File: src/rtl/nvs_pkg.sv
package nvs_pkg;
  typedef enum logic [1:0] {
    SQ_RECALL = 2'd0,
    SQ_IDLE   = 2'd1,
    SQ_BUSY   = 2'd2
  } seq_state_e;
endpackage

File: src/rtl/nvs_busy_timer.sv
module nvs_busy_timer #(
  parameter int unsigned BUSY_CYCLES = 2500000
) (
  input  logic clk,
  input  logic rst_n,
  input  logic load_i,
  output logic zero_o
);
  localparam int unsigned CNT_W = $clog2(BUSY_CYCLES + 1);

  logic [CNT_W-1:0] cnt_q, cnt_d;
  logic             cnt_en;

  always_comb begin
    cnt_en = load_i | (cnt_q != '0);
    cnt_d  = load_i ? CNT_W'(BUSY_CYCLES - 1) : cnt_q - 1'b1;
  end

  always_ff @(posedge clk or negedge rst_n) begin
    if (!rst_n)      cnt_q <= '0;
    else if (cnt_en) cnt_q <= cnt_d;
  end

  assign zero_o = (cnt_q == '0);
endmodule

File: src/rtl/nvs_sequencer.sv
module nvs_sequencer
  import nvs_pkg::*;
#(
  parameter int unsigned CH = 4
) (
  input  logic                  clk,
  input  logic                  rst_n,
  input  logic                  stop_i,
  input  logic                  pend_valid_i,
  input  logic                  mem_done_i,
  input  logic                  tmr_zero_i,
  output logic                  stop_go_o,
  output logic                  commit_o,
  output logic                  recall_load_o,
  output logic [$clog2(CH)-1:0] rptr_o,
  output logic                  ready_o,
  output logic                  wip_o,
  output logic                  mem_req_o,
  output logic                  mem_we_o
);
  localparam int unsigned CH_W = $clog2(CH);

  seq_state_e      state_q, state_d;
  logic [CH_W-1:0] rptr_q, rptr_d;
  logic            stored_q, stored_d;

  always_comb begin
    state_d       = state_q;
    rptr_d        = rptr_q;
    stored_d      = stored_q;
    stop_go_o     = 1'b0;
    commit_o      = 1'b0;
    recall_load_o = 1'b0;
    mem_req_o     = 1'b0;
    mem_we_o      = 1'b0;
    case (state_q)
      SQ_RECALL: begin
        mem_req_o = 1'b1;
        if (mem_done_i) begin
          recall_load_o = 1'b1;
          rptr_d        = rptr_q + 1'b1;
          if (rptr_q == CH_W'(CH - 1)) state_d = SQ_IDLE;
        end
      end
      SQ_IDLE: begin
        if (stop_i && pend_valid_i) begin
          stop_go_o = 1'b1;
          stored_d  = 1'b0;
          state_d   = SQ_BUSY;
        end
      end
      SQ_BUSY: begin
        mem_we_o  = 1'b1;
        mem_req_o = !stored_q;
        if (!stored_q && mem_done_i) stored_d = 1'b1;
        if (tmr_zero_i && (stored_q || mem_done_i)) begin
          commit_o = 1'b1;
          state_d  = SQ_IDLE;
        end
      end
      default: state_d = SQ_IDLE;
    endcase
  end

  always_ff @(posedge clk or negedge rst_n) begin
    if (!rst_n) begin
      state_q  <= SQ_RECALL;
      rptr_q   <= '0;
      stored_q <= 1'b0;
    end else begin
      state_q  <= state_d;
      rptr_q   <= rptr_d;
      stored_q <= stored_d;
    end
  end

  assign rptr_o  = rptr_q;
  assign ready_o = (state_q != SQ_RECALL);
  assign wip_o   = (state_q == SQ_BUSY);
endmodule

File: src/rtl/nvs_regfile.sv
module nvs_regfile #(
  parameter int unsigned CH      = 4,
  parameter int unsigned TAP_W   = 7,
  parameter int unsigned ADDR_W  = 4,
  parameter int unsigned DATA_W  = 8,
  parameter int unsigned WIP_BIT = 5
) (
  input  logic                          clk,
  input  logic                          rst_n,
  input  logic                          ready_i,
  input  logic                          wip_i,
  input  logic                          wr_en_i,
  input  logic [ADDR_W-1:0]             wr_addr_i,
  input  logic [DATA_W-1:0]             wr_data_i,
  input  logic                          recall_load_i,
  input  logic [$clog2(CH)-1:0]         recall_idx_i,
  input  logic [TAP_W-1:0]              recall_data_i,
  input  logic                          stop_go_i,
  input  logic                          commit_i,
  input  logic [ADDR_W-1:0]             rd_addr_i,
  output logic [DATA_W-1:0]             rd_data_o,
  output logic                          pend_valid_o,
  output logic [$clog2(CH)-1:0]         pend_idx_o,
  output logic [TAP_W-1:0]              pend_data_o,
  output logic [CH-1:0][TAP_W-1:0]      tap_o
);
  localparam int unsigned CH_W   = $clog2(CH);
  localparam int unsigned CTRL_A = 2 * CH;

  logic [CH-1:0][TAP_W-1:0] tap_q, shadow_q;
  logic [TAP_W-1:0]         wval;
  logic [CH_W-1:0]          widx, ridx;
  logic                     is_tap, is_ivr, accept_ivr;
  logic                     pend_valid_q, pend_valid_d, pend_en;
  logic [CH_W-1:0]          pend_idx_q;
  logic [TAP_W-1:0]         pend_data_q;
  logic                     unused_hi;

  assign unused_hi = ^wr_data_i[DATA_W-1:TAP_W];
  assign wval      = wr_data_i[TAP_W-1:0];
  assign widx      = wr_addr_i[CH_W-1:0];
  assign ridx      = rd_addr_i[CH_W-1:0];

  always_comb begin
    is_tap       = (wr_addr_i < ADDR_W'(CH));
    is_ivr       = (wr_addr_i >= ADDR_W'(CH)) && (wr_addr_i < ADDR_W'(CTRL_A));
    accept_ivr   = wr_en_i && is_ivr && ready_i && !wip_i && !pend_valid_q;
    pend_en      = stop_go_i || accept_ivr;
    pend_valid_d = accept_ivr;
  end

  always_ff @(posedge clk or negedge rst_n) begin
    if (!rst_n) begin
      pend_valid_q <= 1'b0;
      pend_idx_q   <= '0;
      pend_data_q  <= '0;
    end else if (pend_en) begin
      pend_valid_q <= pend_valid_d;
      if (accept_ivr) begin
        pend_idx_q  <= widx;
        pend_data_q <= wval;
      end
    end
  end

  for (genvar g = 0; g < CH; g++) begin : g_chan
    logic             hit_rc, hit_wr, hit_cm;
    logic [TAP_W-1:0] tap_d, shd_d;

    always_comb begin
      hit_rc = recall_load_i && (recall_idx_i == CH_W'(g));
      hit_wr = ready_i && wr_en_i && (widx == CH_W'(g)) && (is_tap || accept_ivr);
      hit_cm = commit_i && (pend_idx_q == CH_W'(g));
      tap_d  = hit_rc ? recall_data_i : wval;
      shd_d  = hit_rc ? recall_data_i : pend_data_q;
    end

    always_ff @(posedge clk or negedge rst_n) begin
      if (!rst_n)                tap_q[g] <= '0;
      else if (hit_rc || hit_wr) tap_q[g] <= tap_d;
    end

    always_ff @(posedge clk or negedge rst_n) begin
      if (!rst_n)                shadow_q[g] <= '0;
      else if (hit_rc || hit_cm) shadow_q[g] <= shd_d;
    end
  end

  always_comb begin
    rd_data_o = '0;
    if (rd_addr_i < ADDR_W'(CH))
      rd_data_o = DATA_W'(tap_q[ridx]);
    else if (rd_addr_i < ADDR_W'(CTRL_A))
      rd_data_o = DATA_W'(shadow_q[ridx]);
    else if (rd_addr_i == ADDR_W'(CTRL_A))
      rd_data_o[WIP_BIT] = wip_i;
  end

  assign pend_valid_o = pend_valid_q;
  assign pend_idx_o   = pend_idx_q;
  assign pend_data_o  = pend_data_q;
  assign tap_o        = tap_q;
endmodule

File: src/rtl/nvs_ctrl.sv
module nvs_ctrl #(
  parameter int unsigned CH          = 4,
  parameter int unsigned TAP_W       = 7,
  parameter int unsigned ADDR_W      = 4,
  parameter int unsigned DATA_W      = 8,
  parameter int unsigned WIP_BIT     = 5,
  parameter int unsigned BUSY_CYCLES = 2500000
) (
  input  logic                     clk,
  input  logic                     rst_n,
  input  logic                     wr_en_i,
  input  logic [ADDR_W-1:0]        wr_addr_i,
  input  logic [DATA_W-1:0]        wr_data_i,
  input  logic                     stop_i,
  input  logic [ADDR_W-1:0]        rd_addr_i,
  output logic [DATA_W-1:0]        rd_data_o,
  output logic                     mem_req_o,
  output logic                     mem_we_o,
  output logic [$clog2(CH)-1:0]    mem_idx_o,
  output logic [TAP_W-1:0]         mem_wdata_o,
  input  logic [TAP_W-1:0]         mem_rdata_i,
  input  logic                     mem_done_i,
  output logic [CH-1:0][TAP_W-1:0] wiper_o
);
  localparam int unsigned CH_W = $clog2(CH);
  localparam logic [TAP_W-1:0] MID = TAP_W'(1) << (TAP_W - 1);

  logic                     ready, wip, tmr_zero;
  logic                     stop_go, commit, recall_load, pend_valid;
  logic [CH_W-1:0]          rptr, pend_idx;
  logic [TAP_W-1:0]         pend_data;
  logic [CH-1:0][TAP_W-1:0] tap;

  nvs_sequencer #(.CH(CH)) u_seq (
    .clk(clk), .rst_n(rst_n), .stop_i(stop_i), .pend_valid_i(pend_valid),
    .mem_done_i(mem_done_i), .tmr_zero_i(tmr_zero), .stop_go_o(stop_go),
    .commit_o(commit), .recall_load_o(recall_load), .rptr_o(rptr),
    .ready_o(ready), .wip_o(wip), .mem_req_o(mem_req_o), .mem_we_o(mem_we_o)
  );

  nvs_busy_timer #(.BUSY_CYCLES(BUSY_CYCLES)) u_tmr (
    .clk(clk), .rst_n(rst_n), .load_i(stop_go), .zero_o(tmr_zero)
  );

  nvs_regfile #(
    .CH(CH), .TAP_W(TAP_W), .ADDR_W(ADDR_W), .DATA_W(DATA_W), .WIP_BIT(WIP_BIT)
  ) u_rf (
    .clk(clk), .rst_n(rst_n), .ready_i(ready), .wip_i(wip),
    .wr_en_i(wr_en_i), .wr_addr_i(wr_addr_i), .wr_data_i(wr_data_i),
    .recall_load_i(recall_load), .recall_idx_i(rptr), .recall_data_i(mem_rdata_i),
    .stop_go_i(stop_go), .commit_i(commit), .rd_addr_i(rd_addr_i),
    .rd_data_o(rd_data_o), .pend_valid_o(pend_valid), .pend_idx_o(pend_idx),
    .pend_data_o(pend_data), .tap_o(tap)
  );

  assign mem_idx_o   = ready ? pend_idx : rptr;
  assign mem_wdata_o = pend_data;

  for (genvar g = 0; g < CH; g++) begin : g_out
    assign wiper_o[g] = ready ? tap[g] : MID;
  end
endmodule

File: config.mk
export PLATFORM = sky130hd
export DESIGN_NAME = nvs_ctrl
export DESIGN_NICKNAME = d
export VERILOG_FILES = /design/src/rtl/nvs_pkg.sv /design/src/rtl/nvs_busy_timer.sv /design/src/rtl/nvs_sequencer.sv /design/src/rtl/nvs_regfile.sv /design/src/rtl/nvs_ctrl.sv
export SDC_FILE = /design/constraint.sdc
export NUM_CORES = 1
export LEC_CHECK = 0
export CAP_MARGIN = 5
export CORE_MARGIN = 2
export CORE_UTILIZATION = 50
export CTS_BUF_LIST = sky130_fd_sc_hd__clkbuf_16
export DETAILED_ROUTE_END_ITERATION = 6
export PLACE_DENSITY = 0.74
export SYNTH_ARGS = -nofsm -noshare
export SYNTH_HDL_FRONTEND = slang
export SYNTH_SLANG_ARGS = --single-unit
File: constraint.sdc
create_clock -name clk -period 9.4 [get_ports clk]
set_input_delay 2.82 -clock clk [delete_from_list [all_inputs] [get_ports clk]]
set_output_delay 2.82 -clock clk [all_outputs]
set_load 0.02 [all_outputs]
==> results of run 1 <==
==> stage by stage <==
stage	util	area, um2	hold slack [ns]	instances	setup slack [ns]
4_1_cts	0.610	6180	0.539	707	1.11
2_1_floorplan	-	5140	0.494	516	2.12
6_report	0.610	6180	0.543	707	1.15
5_1_grt	0.610	6180	0.574	707	0.977
3_5_place_dp	0.582	5900	0.529	691	1.11
3_3_place_gp	0.582	5900	0.519	691	1.17
==> area by class of cell <==
cell class                 count  share of cell area
clock inverter                 7             0.00910
clock buffer                   9              0.0364
inverter                      10             0.00607
timing repair buffer          77               0.122
multi-input combinational    375               0.422
tap                          136              0.0275
sequential                    93               0.376
==> path summary, 6_finish.rpt <==
kind / startpoint / to / slack (ns) / cells after the start
worst max register to register: u_seq.state_q[0] / u_rf.tap_o[25] / 6.49 / 7
worst min register to register: u_tmr.cnt_q[15] / u_tmr.cnt_q[15] / 0.54 / 2
min in group asynchronous: rst_n / u_tmr.cnt_q[13] / 2.33 / 1
max in group asynchronous: rst_n / u_rf.shadow_q[11] / 5.82 / 2
worst min-delay path: u_tmr.cnt_q[15] / u_tmr.cnt_q[15] / 0.54 / 2
worst max-delay path: rd_addr_i[0] / rd_data_o[0] / 1.15 / 6
==> tightest hold or removal path: cells and delay by family, from the launching register on <==
| family | cells | cell delay [ns] |
|---|---|---|
| flip-flops | 1 | 0.38 |
| AO/OA/AOI/OAI | 2 | 0.12 |
==> sequential cells by signal, summed over array words and instances (netlist names) <==
name and flops:
u_tmr.cnt_q 22, u_seq.rptr_o 2, u_seq.state_q 2, u_rf.tap_o 28
u_rf.pend_data_o 7, u_seq.stored_q 1, u_rf.shadow_q 28, u_rf.pend_idx_o 2
u_rf.pend_valid_o 1
==> per-layer routing <==
layer,vias to the layer above,routed length (um)
met1,2139,5490
met2,163,6690
met4,0,434
li1,1969,-
met5,-,0
met3,36,745
==> power by group through the flow <==
stage / logic (uW) / registers [uW] / clock network [uW]
global placement: 916 / 735 / 0
CTS: 946 / 742 / 355
finish: 938 / 747 / 349
global route: 1020 / 769 / 373
detailed placement: 942 / 746 / 0
floorplan: 604 / 697 / 0
==> cell usage in the layout, fill, tap and decap left out, types with 9 or more instances in the layout <==
master	instances
nor2_1	45
clkbuf_16	9
mux2i_1	40
a31oi_1	25
nor2b_1	28
clkdlybuf4s50_1	71
nand3_1	27
mux4_2	14
mux2_2	13
a21oi_1	41
nand2_1	28
inv_1	9
dfrtp_1	93
o21ai_0	29
==> logic make-up (layout without fill, tap and decap cells) <==
logic type / count (synthesis) / count (layout)
compound gates: 114 / 114
xor+xnor: 8 / 8
fa+ha+maj: 8 / 8
buf+inv: 48 / 103
flops: 93 / 93
mux: 67 / 67
other cells: 1 / 1
simple gates: 177 / 177
==> results.txt, run 1 <==
----------------------------------------------------
[Yosys]
  Mux contribution to synthesized area ... 0.168
  Synthesized flop and latch total ... 93
  Sequential share of the synthesized area ... 0.453
  EDFF count, synth ... 0
  Leading area contributor after synthesis ... dfrtp_1
  Post-synthesis instance total ... ~520
  Count leader, synth ... dfrtp_1
  Fraction of synthesized cell area taken by the top area cell type ... 0.453
  Ranking of synthesized cells by instance count ... dfrtp_1 (93), nor2_1 (45), a21oi_1 (41)
  Warning count from the yosys run ... 0
  Post-synthesis instance area ... 5140 um2
  Proportion of register bits with asynchronous set or reset after synthesis ... 1.00
  XOR/XNOR share of the synthesized area ... 0.0136
  Area share of fa/ha/maj cells after synthesis ... 0.0195
  Combinational family with the most area after synthesis ... simple AND/OR/NAND/NOR gates
  Top FF cell, synth ... dfrtp_1
  Post-synthesis compound-gate area fraction ... 0.128
  Top cells by area in the synthesized netlist ... dfrtp_1 (45%), mux2i_1 (7.8%), mux4_2 (6.1%)
  Synthesized area per cell ... 9.97 um2
  Syn_nets ... roughly 550
  Simple-gate share of the synthesized area ... 0.179
  Unique cell type count in the Yosys netlist ... 51

[STA]
  Share of the cycle needed by the critical path after routing ... 0.877
  Fmax ... 121 MHz
  Max transition margin ... 0.333
  Max Slew Vio Count ... 0
  Worst Clk Skew ... between 0.004 and 0.005 ns
  Setup repair after global routing missed its margin ... no
  Number of setup violations in the final report ... 0
  Actual transition at the worst max-transition pin ... 1.00 ns
  Minimum period implied by the final worst setup slack ... between 8 and 9 ns
  Final hold violation count ... 0
  Setup_tns ... 0 ns

[Global routing]
  Busiest metal layer after global routing ... met2
  Maximum number of pins on one net before global-route repair ... 79
  GR Layer Usage met1 ... 0.327
  Number of antenna violations at the first check in global routing ... 0
  Number of global-route vias before repair ... 4279
  Leftover overflow at the end of global routing ... 0
  Met2 track demand over resource in global routing ... 0.422
  GR Layer Usage met3 ... 0.0315
  Global-route wire length before repair ... 21.9 mm
  Overall routing resource usage ... 0.253

[Flow run]
  Max-Cap Viols ... 0

[Clock tree]
  Clock network latency to the later pin of the worst-skew pair ... roughly 0.34 ns
  Clock-pin slew reported for the worst setup and hold paths after clock tree synthesis ... 0.06 ns
  Number of clock sinks ... 93
  Htree depth ... 3
  CTS Buf Count ... 9
  # hold bufs at CTS ... 0
  Post-CTS Setup Bufs ... 0
  Cell at the root of the clock tree ... clkbuf_16
  Post-cts gate resize count ... 0
  Clk buf depth ... 2
  CTS tree ... yes

[Worst setup path]
  Cell with the biggest individual delay on the critical path ... clkdlybuf4s50_1
  Critical path data arrival time ... roughly 5.4 ns
  Number of buffer and inverter stages on the critical path ... 3
  Delay of the slowest critical-path stage ... 1.05 ns
  Most common cell on crit path ... clkdlybuf4s50_1
  Kind of critical path ... primary input to output port
  Ordered list of cells on the worst path ... clkdlybuf4s50_1, buf_4, mux4_2, mux2i_1, nor2_1, clkdlybuf4s50_1
  Endpoint type of the worst setup path ... output port
  CP top delay family ... buffers and inverters
  Startpoint type of the worst setup path ... primary input
  Max FO, Critical Path ... 13
  Data required time of the critical path ... ~6.6 ns

[Layout]
  Area growth, synth to finish ... 20.3%
  Area taken by flip-flops and latches ... around 2300 um2
  Area taken by multi-input logic gates ... 2610 um2
  Fillers ... between 800 and 900
  Share of final-layout standard cells stronger than drive strength 1 ... 0.102
  Ant diodes ... 0
  Number of nets in the layout ... 602

[Floorplan]
  Die footprint ... roughly 11000 um2
  DIE HEIGHT ... 105 um
  Count of boundary I/O pins ... 75
  Initial cell density of the core ... 0.507
  Core box area ... approximately 10000 um2
  Width of the die ... approximately 110 um
  Placement Rows ... 37

[Outcome]
  Status ... finished, final reports clean

[Power]
  Sequential power share ... 0.367
  LEAKAGE ... 0.00250 uW
  Power density over the cells ... 329 nW/um2
  Switching share of total power ... 0.383
  Switching power of the nets ... 778 uW
  Internal power of the cells ... 1260 uW
  Maximum vdd drop ... 134 uV
  Proportion of power drawn by combinational gates ... 0.461
  Clock network fraction of design power ... 0.172
  Total power consumption of the routed design ... about 2000 uW

[Route]
  Length of the first detailed-routing pass in iterations ... 5
  Wire length after detailed routing ... 13.4 mm
  Number of vias after detailed routing ... about 4300
  DR iter-0 viols ... 282
  Average via count per standard cell ... between 6 and 7
  Mean routed wirelength per cell ... 18.9 um
  Antenna Nets Post-Route ... 0
  DRC violation count after routing ... 0

[Place]
  Global placer's final weighted congestion ... 0.814
  Number of buffers inserted by port buffering ... 72
  Estimated wirelength of the detail-placed design ... 9.13 mm

[Hold path]
  Class of the worst hold path ... register to register

----------------------------------------------------
No activity file was read; power rests on OpenSTA's default activity.
==> inputs of run 2 (changes only) <==
--- a/config.mk
+++ b/config.mk
@@ -13,4 +13,5 @@
 export PLACE_DENSITY = 0.74
 export SYNTH_ARGS = -nofsm -noshare
 export SYNTH_HDL_FRONTEND = slang
+export SYNTH_HIERARCHICAL = 1
 export SYNTH_SLANG_ARGS = --single-unit
==> results.txt, run 2 <==
----------------------------------------------------
[Outcome]
  Status ... finished, final reports clean

[STA]
  Max transition margin ... 0.197 (-0.136)
  Setup repair after global routing missed its margin ... no
  Share of the cycle needed by the critical path after routing ... 0.873 (-0.00384)
  Setup slack of the critical path after layout ... 1.19 ns (+0.0361 ns)
  Fmax ... 122 MHz (+0.44%)
  Worst Clk Skew ... 0.00768 ns (+0.00337 ns)
  Setup_tns ... 0 ns (unchanged)
  Max Slew Vio Count ... 0 (unchanged)
  Final hold violation count ... 0 (unchanged)
  Minimum period implied by the final worst setup slack ... 8.21 ns (-0.0361 ns)
  Actual transition at the worst max-transition pin ... 1.20 ns (+0.198 ns)
  Number of setup violations in the final report ... 0 (unchanged)

[Clock tree]
  Number of clock sinks ... 93 (unchanged)
  Htree depth ... 3 (unchanged)
  # hold bufs at CTS ... 0 (unchanged)
  Clock-pin slew reported for the worst setup and hold paths after clock tree synthesis ... 0.06 ns (about the same)
  Post-CTS Setup Bufs ... 0 (unchanged)
  Cell at the root of the clock tree ... clkbuf_16
  CTS Buf Count ... 9 (unchanged)
  Clk buf depth ... 2 (unchanged)
  CTS tree ... yes
  Post-cts gate resize count ... 0 (unchanged)
  Clock network latency to the later pin of the worst-skew pair ... 0.33 ns (about the same)

[Floorplan]
  Width of the die ... 106 um (+0.31%)
  DIE HEIGHT ... 106 um (+0.31%)
  Die footprint ... 11200 um2 (+0.63%)
  Count of boundary I/O pins ... 75 (unchanged)
  Placement Rows ... 37 (unchanged)
  Core box area ... 10200 um2 (+0.46%)
  Initial cell density of the core ... 0.508 (+0.00101)

[Yosys]
  EDFF count, synth ... 0 (unchanged)
  Synthesized flop and latch total ... 93 (unchanged)
  Warning count from the yosys run ... 6 (+6)
  Unique cell type count in the Yosys netlist ... 61 (+20%)
  Proportion of register bits with asynchronous set or reset after synthesis ... 1.00 (unchanged)
  Post-synthesis instance total ... 445 (-14%)
  Syn_nets ... 475 (-14%)
  Fraction of synthesized cell area taken by the top area cell type ... 0.450 (-0.00295)
  Count leader, synth ... dfrtp_1
  Top cells by area in the synthesized netlist ... dfrtp_1 (45%), and2_1 (6.4%), mux4_2 (5.7%)
  Top FF cell, synth ... dfrtp_1
  Post-synthesis instance area ... 5180 um2 (+0.66%)
  Sequential share of the synthesized area ... 0.450 (-0.00295)
  Leading area contributor after synthesis ... dfrtp_1
  Synthesized area per cell ... 11.6 um2 (+17%)
  Ranking of synthesized cells by instance count ... dfrtp_1 (93), and2_1 (53), mux2i_1 (29)

[Worst setup path]
  FF-to-FF path depth ... 10 (+3)
  Endpoint type of the worst setup path ... output port
  Max FO, Critical Path ... 15 (+2)
  Startpoint of the worst-slack reg-to-reg timing path ... u_tmr/cnt_q[0]
  Ordered list of cells on the worst path ... clkdlybuf4s50_1, mux4_2, a22o_1, clkdlybuf4s50_1
  CP top delay family ... buffers and inverters
  Critical path data arrival time ... 5.39 ns (-0.04 ns)
  Setup slack of the worst register-to-register path ... 5.92 ns (-0.57 ns)
  Delay of the slowest critical-path stage ... 1.15 ns (+0.10 ns)
  Data required time of the critical path ... 6.58 ns (about the same)
  Reg-to-reg endpoint ... u_rf/shadow_q[26]
  Startpoint type of the worst setup path ... primary input
  Number of buffer and inverter stages on the critical path ... 2 (-1)
  Cell with the biggest individual delay on the critical path ... clkdlybuf4s50_1
  Most common cell on crit path ... clkdlybuf4s50_1
  Kind of critical path ... primary input to output port

[Global routing]
  GR Layer Usage met3 ... 0.0322 (+0.000618)
  Busiest metal layer after global routing ... met2
  Number of global-route vias before repair ... 4033 (-5.7%)
  Overall routing resource usage ... 0.246 (-0.00673)
  Met2 track demand over resource in global routing ... 0.401 (-0.0212)
  Leftover overflow at the end of global routing ... 0 (unchanged)
  Maximum number of pins on one net before global-route repair ... 53 (-33%)
  Number of antenna violations at the first check in global routing ... 0 (unchanged)
  Global-route wire length before repair ... 21.2 mm (-3.2%)
  GR Layer Usage met1 ... 0.331 (+0.00383)

[Flow run]
  Max-Cap Viols ... 0 (unchanged)

[Route]
  Number of vias after detailed routing ... 3985 (-7.5%)
  Mean routed wirelength per cell ... 20.2 um (+6.8%)
  DR iter-0 viols ... 241 (-15%)
  DRC violation count after routing ... 0 (unchanged)
  Average via count per standard cell ... 6.13 (+0.64%)
  Wire length after detailed routing ... 13.1 mm (-1.9%)
  Length of the first detailed-routing pass in iterations ... 5 (unchanged)
  Antenna Nets Post-Route ... 0 (unchanged)

[Hold path]
  Class of the worst hold path ... register to register
  Worst hold endpoint ... u_tmr/cnt_q[18]
  Worst Hold Path Cells ... 2 (unchanged)
  Hold Path Origin ... u_tmr/cnt_q[18]

[Layout]
  Number of nets in the layout ... 540 (-10%)
  Share of final-layout standard cells stronger than drive strength 1 ... 0.111 (+0.00932)
  Ant diodes ... 0 (unchanged)
  Leading cell type in the layout, fill and taps excluded ... dfrtp_1
  Commonest cells after routing, fill and taps aside ... dfrtp_1 (93), clkdlybuf4s50_1 (71), and2_1 (53), mux2i_1 (29)
  Area growth, synth to finish ... 20.7%

[Place]
  Number of buffers inserted by port buffering ... 72 (unchanged)
  Global placer's final weighted congestion ... 0.820 (+0.66%)
  Estimated wirelength of the detail-placed design ... 8.81 mm (-3.5%)
  Placement Setup Slack ... 1.19 ns (+0.0808 ns)

[Power]
  Power density over the cells ... 307 nW/um2 (-6.5%)
  LEAKAGE ... 0.00264 uW (+5.6%)
  Maximum vdd drop ... 232 uV (+73%)

----------------------------------------------------
## run 2: worst max path at each step
stage | from | to | cells past startpoint
2_1_floorplan | rd_addr_i[1] | rd_data_o[4] | 4
3_3_place_gp | rd_addr_i[1] | rd_data_o[6] | 4
3_5_place_dp | rd_addr_i[1] | rd_data_o[2] | 4
4_1_cts | rd_addr_i[1] | rd_data_o[0] | 4
5_1_grt | rd_addr_i[1] | rd_data_o[2] | 4
6_report | rd_addr_i[1] | rd_data_o[0] | 4
## run 2: cells by family (layout without fill, tap and decap cells)
kind of cell	count (synthesis)	in the layout	share of synthesized area
AOI/OAI and AO/OA	107	107	0.163
DFF	93	93	0.450
adders and majority gates	2	2	0.00483
muxes	56	56	0.145
xor gates and xnor gates	8	8	0.0135
buffers and inverters	30	99	0.0353
and+or+nand+nor	148	148	0.188
other	1	1	0.000724
## run 2: cell type report
type                            count  area [um2]
Tap cell                          136         170
Timing Repair Buffer               75         741
Clock buffer                        9         225
Fill cell                         840        3940
Multi-Input combinational cell    322        2670
Sequential cell                    93        2330
Clock inverter                      6        81.3
Inverter                            9        36.3
## run 2: worst min-delay path: stages, from the launching register on
cell	delay, ns
dfrtp_1	0.35
xnor2_1	0.07
nand2_1	0.06
## run 2: per-stage QoR
step	cells	utilization	total power [uW]	cell area, um2	hold slack (ns)
5_1_grt	650	0.613	2030	6250	0.533
4_1_cts	650	0.613	1930	6250	0.517
3_5_place_dp	635	0.583	1540	5940	0.496
2_1_floorplan	445	-	1220	5180	0.477
6_report	650	0.613	1920	6250	0.517
3_3_place_gp	635	0.583	1510	5940	0.499
## run 2: power breakdown
group	internal, uW	switching, uW	total, uW
combinational	424	402	826
sequential	562	153	714
clock	230	151	381
## run 2: routing by layer
metal / wire length, um / vias up
met1: 5450 / 1979
met3: 933 / 30
met5: 0 / -
met2: 6290 / 174
met4: 437 / 0
li1: - / 1802
==> inputs of run 3 (changes only) <==
--- a/config.mk
+++ b/config.mk
@@ -10,6 +10,7 @@
 export CORE_UTILIZATION = 50
 export CTS_BUF_LIST = sky130_fd_sc_hd__clkbuf_16
 export DETAILED_ROUTE_END_ITERATION = 6
+export MAX_ROUTING_LAYER = met4
 export PLACE_DENSITY = 0.74
 export SYNTH_ARGS = -nofsm -noshare
 export SYNTH_HDL_FRONTEND = slang
==> results.txt, run 3 (synthesis results as in run 2) <==
----------------------------------------------------
[Layout]
  Number of nets in the layout ... 540 (unchanged)
  Area growth, synth to finish ... 20.7% (unchanged)
  Commonest cells after routing, fill and taps aside ... dfrtp_1 (93), clkdlybuf4s50_1 (71), and2_1 (53), mux2i_1 (29)
  Ant diodes ... 0 (unchanged)
  Leading cell type in the layout, fill and taps excluded ... dfrtp_1
  Fillers ... 840 (unchanged)
  Summed area of non-filler cells in the final layout ... 6250 um2 (unchanged)
  Share of final-layout standard cells stronger than drive strength 1 ... 0.111 (unchanged)

[Global routing]
  Number of antenna violations at the first check in global routing ... 0 (unchanged)
  GR Layer Usage met1 ... 0.331 (-0.000408)
  Overall routing resource usage ... 0.253 (+0.00707)
  Number of global-route vias before repair ... 4035 (+0.050%)
  Busiest metal layer after global routing ... met2
  Global-route wire length before repair ... 21.2 mm (about the same)
  GR Layer Usage met3 ... 0.0315 (-0.000618)
  Maximum number of pins on one net before global-route repair ... 53 (unchanged)
  Leftover overflow at the end of global routing ... 0 (unchanged)
  Met2 track demand over resource in global routing ... 0.402 (+0.000922)

[Clock tree]
  Clock-pin slew reported for the worst setup and hold paths after clock tree synthesis ... 0.06 ns (about the same)
  Post-CTS Setup Bufs ... 0 (unchanged)
  # hold bufs at CTS ... 0 (unchanged)
  Htree depth ... 3 (unchanged)
  Number of clock sinks ... 93 (unchanged)
  CTS tree ... yes
  Cell at the root of the clock tree ... clkbuf_16
  Clock network latency to the later pin of the worst-skew pair ... 0.33 ns (about the same)
  CTS Buf Count ... 9 (unchanged)
  Post-cts gate resize count ... 0 (unchanged)
  Clk buf depth ... 2 (unchanged)

[Worst setup path]
  FF-to-FF path depth ... 10 (unchanged)
  Critical path data arrival time ... 5.38 ns (about the same)
  Most common cell on crit path ... clkdlybuf4s50_1
  Endpoint type of the worst setup path ... output port
  Kind of critical path ... primary input to output port
  Cell with the biggest individual delay on the critical path ... clkdlybuf4s50_1
  Setup slack of the worst register-to-register path ... 5.92 ns (about the same)
  Max FO, Critical Path ... 15 (unchanged)
  Startpoint of the worst-slack reg-to-reg timing path ... u_tmr/cnt_q[0]
  Startpoint type of the worst setup path ... primary input
  Delay of the slowest critical-path stage ... 1.16 ns (about the same)
  CP top delay family ... buffers and inverters
  Reg-to-reg endpoint ... u_rf/shadow_q[14]
  Data required time of the critical path ... 6.58 ns (about the same)
  Number of buffer and inverter stages on the critical path ... 2 (unchanged)
  Ordered list of cells on the worst path ... clkdlybuf4s50_1, mux4_2, a22o_1, clkdlybuf4s50_1

[STA]
  Minimum period implied by the final worst setup slack ... 8.20 ns (-0.00566 ns)
  Setup_tns ... 0 ns (unchanged)
  Setup repair after global routing missed its margin ... no
  Fmax ... 122 MHz (about the same)
  Worst Clk Skew ... 0.00814 ns (+0.000458 ns)
  Number of setup violations in the final report ... 0 (unchanged)
  Final hold violation count ... 0 (unchanged)
  Max Slew Vio Count ... 0 (unchanged)
  Share of the cycle needed by the critical path after routing ... 0.873 (about the same)
  Actual transition at the worst max-transition pin ... 1.18 ns (-0.0174 ns)
  Max transition margin ... 0.209 (+0.0116)

[Power]
  Clock network fraction of design power ... 0.198 (about the same)
  Proportion of power drawn by combinational gates ... 0.430 (about the same)
  Switching share of total power ... 0.367 (about the same)
  Power density over the cells ... 307 nW/um2 (about the same)
  Sequential power share ... 0.372 (about the same)
  Switching power of the nets ... 705 uW (about the same)
  Internal power of the cells ... 1220 uW (about the same)
  LEAKAGE ... 0.00264 uW (unchanged)
  Maximum vdd drop ... 233 uV (+0.43%)

[Hold path]
  Class of the worst hold path ... register to register
  Worst hold endpoint ... u_tmr/cnt_q[18]
  Worst Hold Path Cells ... 2 (unchanged)
  Hold Path Origin ... u_tmr/cnt_q[18]

[Place]
  Cell area after placement ... 5940 um2 (unchanged)
  Estimated wirelength of the detail-placed design ... 8.81 mm (unchanged)
  Number of buffers inserted by port buffering ... 72 (unchanged)
  Global placer's final weighted congestion ... 0.832 (+1.5%)

[Route]
  Number of vias after detailed routing ... 3982 (-0.075%)
  Wire length after detailed routing ... 13.2 mm (+0.40%)
  Length of the first detailed-routing pass in iterations ... 5 (unchanged)
  Mean routed wirelength per cell ... 20.3 um (+0.40%)
  Average via count per standard cell ... 6.13 (about the same)
  DRC violation count after routing ... 0 (unchanged)
  Antenna Nets Post-Route ... 0 (unchanged)
  DR iter-0 viols ... 210 (-13%)

[Floorplan]
  Count of boundary I/O pins ... 75 (unchanged)
  Placement Rows ... 37 (unchanged)
  Die footprint ... 11200 um2 (unchanged)
  Core box area ... 10200 um2 (unchanged)
  Initial cell density of the core ... 0.508 (unchanged)
  DIE HEIGHT ... 106 um (unchanged)
  Width of the die ... 106 um (unchanged)

[Outcome]
  Status ... finished, final reports clean

[Flow run]
  Max-Cap Viols ... 0 (unchanged)

----------------------------------------------------
## run 3: worst max-delay path by stage
stage	endpoint	depth (start not counted)	startpoint
final	rd_data_o[0]	4	rd_addr_i[1]
after detailed placement	rd_data_o[2]	4	rd_addr_i[1]
after floorplan	rd_data_o[4]	4	rd_addr_i[1]
after global placement	rd_data_o[6]	4	rd_addr_i[1]
after global routing	rd_data_o[2]	4	rd_addr_i[1]
after CTS	rd_data_o[0]	4	rd_addr_i[1]
## run 3: final cells by class
cell class                      count  area [um2]  share of cell area
Timing Repair Buffer               75         741               0.119
Clock buffer                        9         225              0.0361
Multi-Input combinational cell    322        2670               0.427
Sequential cell                    93        2330               0.373
Tap cell                          136         170              0.0272
Clock inverter                      6        81.3              0.0130
Inverter                            9        36.3             0.00581
## run 3: metrics by stage
stage | std cells | worst slack [ns] | utilization | total power [uW] | hold WS (ns)
6_report | 650 | 1.20 | 0.613 | 1920 | 0.516
5_1_grt | 650 | 1.08 | 0.613 | 2030 | 0.533
4_1_cts | 650 | 1.17 | 0.613 | 1930 | 0.517
3_5_place_dp | 635 | 1.19 | 0.583 | 1540 | 0.496
3_3_place_gp | 635 | 1.21 | 0.583 | 1510 | 0.499
2_1_floorplan | 445 | 2.71 | - | 1220 | 0.477
## run 3: power groups by stage
stage	Combinational [uW]	Sequential, uW	Clock (uW)
after global routing	889	740	398
after global placement	806	708	0
after CTS	831	713	384
after floorplan	533	685	0
final	826	715	380
after detailed placement	828	716	0
## run 3: worst reg2reg max path, cell delays in order, from the launching register on
cell and delay, ns:
dfrtp_1 0.39, inv_1 0.09, ha_1 0.19, nor4b_2 0.35, nand2_1 0.24, nor3_4 0.34
o21ai_0 0.20, nor3b_1 0.49, nand3b_1 0.60, mux2i_1 0.36, o21bai_1 0.11
## run 3: per-layer routing
| metal | up-vias | routed length, um | share of wire |
|---|---|---|---|
| met1 | 1965 | 5500 | 0.42 |
| li1 | 1811 | - | - |
| met4 | 0 | 460 | 0.035 |
| met3 | 33 | 931 | 0.071 |
| met2 | 173 | 6270 | 0.48 |
| met5 | - | 0 | 0 |
